File: src/rtl/udc_pkg.sv
// Package: shared operation encoding for the up/down counter.
// Assumes: consumers only compare against the named values.
package udc_pkg;
    typedef enum logic [1:0] {
        OP_CLEAR = 2'd0,
        OP_KEEP  = 2'd1,
        OP_INC   = 2'd2,
        OP_DEC   = 2'd3
    } udc_op_e;
endpackage

File: src/rtl/udc_ctrl.sv
// Module: udc_ctrl
// Turns the three control inputs into one operation, using the ranking
// clear > keep > count. Assumes reset is handled by the register stage.
module udc_ctrl
    import udc_pkg::*;
(
    input  logic    en,
    input  logic    up_down,
    input  logic    hold,
    output udc_op_e op
);
    // Pick the operation by priority.
    always_comb begin
        if (!en)          op = OP_CLEAR;
        else if (hold)    op = OP_KEEP;
        else if (up_down) op = OP_INC;
        else              op = OP_DEC;
    end
endmodule

File: src/rtl/udc_step.sv
// Module: udc_step
// Computes the next count from the present count and the operation.
// Assumes modular arithmetic at WIDTH bits (natural wrap).
module udc_step
    import udc_pkg::*;
#(
    parameter int WIDTH = 8
) (
    input  logic [WIDTH-1:0] cur,
    input  udc_op_e          op,
    output logic [WIDTH-1:0] nxt
);
    localparam logic [WIDTH-1:0] ONE  = WIDTH'(1);
    localparam logic [WIDTH-1:0] ZERO = '0;

    logic [WIDTH-1:0] inc_val;
    logic [WIDTH-1:0] dec_val;

    // Both neighbours of the present value; the adders wrap by width.
    always_comb begin
        inc_val = cur + ONE;
        dec_val = cur - ONE;
    end

    // Select the next value according to the operation.
    always_comb begin
        unique case (op)
            OP_CLEAR: nxt = ZERO;
            OP_KEEP:  nxt = cur;
            OP_INC:   nxt = inc_val;
            OP_DEC:   nxt = dec_val;
            default:  nxt = ZERO;
        endcase
    end
endmodule

File: src/rtl/udc_reg.sv
// Module: udc_reg
// WIDTH-bit state register with asynchronous active-low clear.
// Assumes rst_n is released synchronously to clk by the surrounding chip.
module udc_reg #(
    parameter int WIDTH = 8
) (
    input  logic             clk,
    input  logic             rst_n,
    input  logic [WIDTH-1:0] d,
    output logic [WIDTH-1:0] q
);
    // Capture the next value; clear immediately on reset.
    always_ff @(posedge clk or negedge rst_n) begin
        if (!rst_n) q <= '0;
        else        q <= d;
    end
endmodule

File: src/rtl/ud_counter_hold.sv
// Module: ud_counter_hold
// Up/down counter: en low clears, hold keeps, otherwise count in the
// direction of up_down. Output is taken straight from the register.
// Assumes control inputs are synchronous to clk.
module ud_counter_hold
    import udc_pkg::*;
#(
    parameter int WIDTH = 8
) (
    input  logic             clk,
    input  logic             rst_n,
    input  logic             en,
    input  logic             up_down,
    input  logic             hold,
    output logic [WIDTH-1:0] count
);
    udc_op_e          op;
    logic [WIDTH-1:0] cnt_d;
    logic [WIDTH-1:0] cnt_q;

    udc_ctrl u_ctrl (
        .en      (en),
        .up_down (up_down),
        .hold    (hold),
        .op      (op)
    );

    udc_step #(.WIDTH(WIDTH)) u_step (
        .cur (cnt_q),
        .op  (op),
        .nxt (cnt_d)
    );

    udc_reg #(.WIDTH(WIDTH)) u_reg (
        .clk   (clk),
        .rst_n (rst_n),
        .d     (cnt_d),
        .q     (cnt_q)
    );

    assign count = cnt_q;
endmodule

File: config.mk
export PLATFORM = sky130hd
export DESIGN_NAME = ud_counter_hold
export DESIGN_NICKNAME = d
export VERILOG_FILES = /design/src/rtl/udc_pkg.sv /design/src/rtl/udc_ctrl.sv /design/src/rtl/udc_step.sv /design/src/rtl/udc_reg.sv /design/src/rtl/ud_counter_hold.sv
export SDC_FILE = /design/constraint.sdc
export NUM_CORES = 1
export LEC_CHECK = 0
export ABC_AREA = 1
export BUFFER_PORTS_ARGS = -buffer_cell sky130_fd_sc_hd__buf_2
export CAP_MARGIN = 20
export CORE_UTILIZATION = 35
export DETAILED_ROUTE_END_ITERATION = 8
export GPL_ROUTABILITY_DRIVEN = 0
export PLACE_DENSITY_LB_ADDON = 0.05
export SKIP_CTS_REPAIR_TIMING = 1
export SLEW_MARGIN = 20
export SYNTH_ARGS = -nofsm -noshare
export SYNTH_HDL_FRONTEND = slang
export SYNTH_HIERARCHICAL = 1
export SYNTH_SLANG_ARGS = --single-unit
File: constraint.sdc
create_clock -name clk -period 1.3 [get_ports clk]
set_input_delay 0.065 -clock clk [delete_from_list [all_inputs] [get_ports clk]]
set_output_delay 0.065 -clock clk [all_outputs]
set_load 0.05 [all_outputs]
* Yosys cells after proc, flatten, opt, wreduce, memory -nomap -nowiden *
Index checks and enable logic that the tools add are counted.

cells by class
  $add $sub $neg = 2
  equality and inequality tests = 3
  reduce and logical (&&, ||, !) cells = 1
  multiplexer cells = 4

operator list
  cell                                                 count
  one-hot mux 8 bit (3 select lines)                   1
  adder 8 x 1 -> 8 bit, second input constant          1
  subtractor 8 x 1 -> 8 bit, second input constant     1
  equality test 2 bit, second input constant           2
  two-way mux 2 bit                                    2
  equality test 2 x 1 -> 1 bit, second input constant  1
  logical NOT 2 bit                                    1
  two-way mux 1 bit                                    1

storage, ports and cells
  bits in registers = 8
  output and inout bits = 8

* Depth between registers and ports, before layout *
  depth in word-level cells = 5
  depth in mapped cells = 15
  depth with buffers taken out = 14

* By module *
Netlist, hierarchy kept.

modules (own cells, without submodules)
  module    area an instance (sq um)  sequential area each (sq um)  times used  cells each
  udc_step  509.2                     0.0                           1           103
  udc_reg   200.2                     200.2                         1           8
  udc_ctrl  20.0                      0.0                           1           4

* Worst setup path after synthesis *
No wires, ideal clock.

  path type = register to register
  start point = register u_reg.q[1]
  end point = register u_reg.q[4]
  period minus slack after synthesis = 1.671 ns
  arrival time = 1.548 ns
  buffers on the path = 0
  slack = -0.371 ns
  cell stages (with the launch flop) = 11
  path through = dfrtp_1 -> nand3_2 -> nand2_1 -> inv_1 -> ha_1 -> inv_1 -> nand2_1 -> a21oi_1 -> nand2_1 -> nand2_1 -> o21ai_1

on the way
  word-level cells in the longest chain between the ends = 2
  elaborated cells on any way between the ends = 3
  those cells by class = add/sub: 2; mux: 1

ends and longest elaborated chain
  item                                                                      line                            source
  from (decl)                                                               udc_reg.sv:10                   output logic [WIDTH-1:0] q
  from (signal assigned)                                                    udc_reg.sv:14                   if (!rst_n) q <= '0;
  from (signal assigned)                                                    udc_reg.sv:15                   else q <= d;
  subtractor 8 x 1 -> 8 bit / adder 8 x 1 -> 8 bit (equally long branches)  udc_step.sv:22, udc_step.sv:21
  one-hot mux 8 bit (3 select lines) (*)                                    udc_step.sv:27                  unique case (op)
  named net cnt_d[4]                                                        ud_counter_hold.sv:18           logic [WIDTH-1:0] cnt_d;

Mark *: on every way through the listed nets, which the timed path passes. The rest lies on a longest branch.
A chain may end at the register's enable or synchronous reset.

* Final worst setup path *
Ends and elaborated chain as after synthesis.

==> results by group <==
Status
  – Status: finished, violations left
  – Violated checks: negative setup slack

Placed design
  – # placed instances: 165
  – Hpwl dp: ~1400 µm
  – Port Buf Inserts: 12
  – Pre-CTS WS: -0.154 ns

Global route
  – Pin count of the biggest net entering global routing: 9
  – Initial antenna violation count: 0
  – Vias in the first global route: between 600 and 700
  – All-Layer GR Usage: 0.163
  – Global route overflow: 0
  – First-pass GRT wire length: between 2000 and 3000 µm

Clock tree
  – CTS HTree Levels: 1
  – Clock sinks: 8
  – Clk_lat worst skew: 0.24 ns
  – Clock Path Buffers: 2
  – CTS tree: done
  – Clock root buffer: clkbuf_4
  – CTS Buf Count: 3
  – Clk slew on worst S/H paths: 0.05 ns

Setup path
  – Setup crit start kind: flip-flop
  – Reg2reg path depth: 11
  – Reg-to-Reg Start: u_reg/q[1]$_DFF_PN0_
  – Critical path launch point: u_reg/q[1]$_DFF_PN0_
  – Worst EP arrival: between 1.5 and 2 ns
  – R2r setup slk: -0.09 ns
  – Setup CP Type: flip-flop to flip-flop
  – Crit-path max FO: 3
  – CP required: approximately 1.4 ns
  – Crit path capture type: flip-flop
  – R2r endpoint: u_reg/q[4]$_DFF_PN0_

STA
  – Final setup fails: 4
  – Layout Skew: 0.00247 ns
  – Slew Viols, Final: 0
  – Setup TNS: -0.154 ns
  – Slew headroom: 0.835
  – Final min period: 1.39 ns
  – Fin crit share: 1.07
  – Hold WS: between 0.15 and 0.2 ns
  – Least-Margin Pin Slew: around 0.25 ns
  – Final WS setup: -0.0888 ns
  – Fmax: just over 0.7 GHz
  – Unrepaired setup endpoints after global routing: true
  – Hold Fails Final Rpt: 0

Logic synthesis
  – Syn Area/Cell: 6.34 µm²
  – Top cells by area, synth: dfrtp_1, nand2_1, inv_1
  – Seq/Total Area, Yosys: 0.274
  – Gate Count Post-Synth: 115
  – Top FF cell, synth: dfrtp_1
  – Yosys top cell area share: 0.274
  – Ys async rst share: 1.00
  – #FFs+latches synth: 8
  – Post-synth top area cell: dfrtp_1
  – Warnings from Yosys: 6
  – Post-synth EDFFs: 0
  – Synthesized cell area: 729 µm²
  – Top post-synthesis cells by count: nand2_1, inv_1, nand3_1
  – Most frequent cell after synthesis: nand2_1
  – Yosys cell types: 19
  – Mapped Nets: ~120

Routing
  – Drt via density: roughly 4.4
  – Mean routed wirelength per cell: roughly 10 µm
  – Total wire length: 1720 µm
  – First-pass detailed-route iteration total: 4
  – Final antenna-violating net count: 0
  – Number of remaining DRC errors: 0
  – DR vias: roughly 760
  – Starting DRT DRC Count: 13

Hold path
  – Worst min-delay path category: primary input to async pin

Die
  – Core box area: 1960 µm²
  – Io pins: 13
  – Die H: between 40 and 50 µm
  – Die ar.: roughly 2300 µm²
  – Num rows: 16
  – Initial Utilization: 0.372
  – Die width: between 40 and 50 µm

Layout
  – Layout cells sized above 1: 0.428
  – Largest register FFs: 8
  – Area growth syn-to-layout: 39.6%
  – Nets: 152
  – Largest Register: u_reg/q
  – Core Util, Final: 0.519
  – Ant. Diodes: 0
  – Finished Layout Cells: approximately 170
  – Biggest regs: u_reg/q x8

Job
  – Max-cap violation count: 0

Power and ir drop
  – Pwr dens: ~970 nW/µm²
  – Lkg Pwr: 0.569 nW
  – Maximum vdd drop: 0.719 mV
==> area by class of cell <==
class                   instances  area, µm²
clock buffers                   4       26.3
inverters                      22       85.1
multi-input cells              82        474
repair buffers                 29        190
well taps                      27       33.8
flip-flops and latches          8        209
fillers                       231        943
==> layer usage <==
metal  vias up  global-route usage  routed length (µm)
met4         0              0.0667                   0
met3         0              0.0226                  51
met5         -                   0                   0
li1        420                   -                   -
met2        17               0.244                 812
met1       327               0.236                 853
==> worst max-delay path by stage <==
| stage | cells after the start | endpoint |
|---|---|---|
| 6_report | 11 | u_reg/q[4]$_DFF_PN0_ |
| 5_1_grt | 11 | u_reg/q[4]$_DFF_PN0_ |
| 4_1_cts | 11 | u_reg/q[4]$_DFF_PN0_ |
| 3_5_place_dp | 15 | u_reg/q[6]$_DFF_PN0_ |
| 3_3_place_gp | 15 | u_reg/q[6]$_DFF_PN0_ |
| 2_1_floorplan | 10 | u_reg/q[4]$_DFF_PN0_ |
==> critical path, cell delays in order (launching register included) <==
cell and delay (ns):
dfrtp_2 0.44, inv_2 0.07, nand2_2 0.06, nand2_2 0.07, inv_2 0.04, ha_4 0.15, inv_4 0.06, nand2_4 0.06
a21oi_2 0.15, nand2_1 0.07, nand2_1 0.06, o21ai_1 0.05
==> report_power, final <==
group / internal [mW] / switching [mW] / total (mW) / leakage (nW)
Combinational: 0.150 / 0.305 / 0.455 / 0.457
Sequential: 0.291 / 0.0512 / 0.342 / 0.0974
Clock: 0.117 / 0.0740 / 0.191 / 0.0150
Total: 0.558 / 0.430 / 0.987 / 0.569
==> layout by cell type, fill, tap and decap left out, drive strengths merged <==
master,n
o21ai,5
nand2,44
nor2,6
or2,1
dfrtp,8
clkbuf,4
a21oi,5
buf,28
xor2,1
ha,1
inv,22
dlygate4sd3,1
o21bai,1
o32ai,1
nand3,17
==> through the flow <==
step / instance area, µm² / total power, mW
floorplan: 767 / 0.648
global placement: 928 / 0.754
detailed placement: 928 / 0.756
CTS: 955 / 0.958
global route: 1020 / 1.06
finish: 1020 / 0.987
==> logic make-up (layout without fill, tap and decap cells) <==
kind of cell,Yosys count,count (layout),synth area share
adder cells (fa/ha/maj),1,1,0.0171
AND/OR/NAND/NOR,68,68,0.420
flip-flops,8,8,0.274
AO/OA/AOI/OAI,12,12,0.111
XOR/XNOR,1,1,0.0120
buffers and inverters,25,55,0.165
Power figures use the tool's default switching activity.
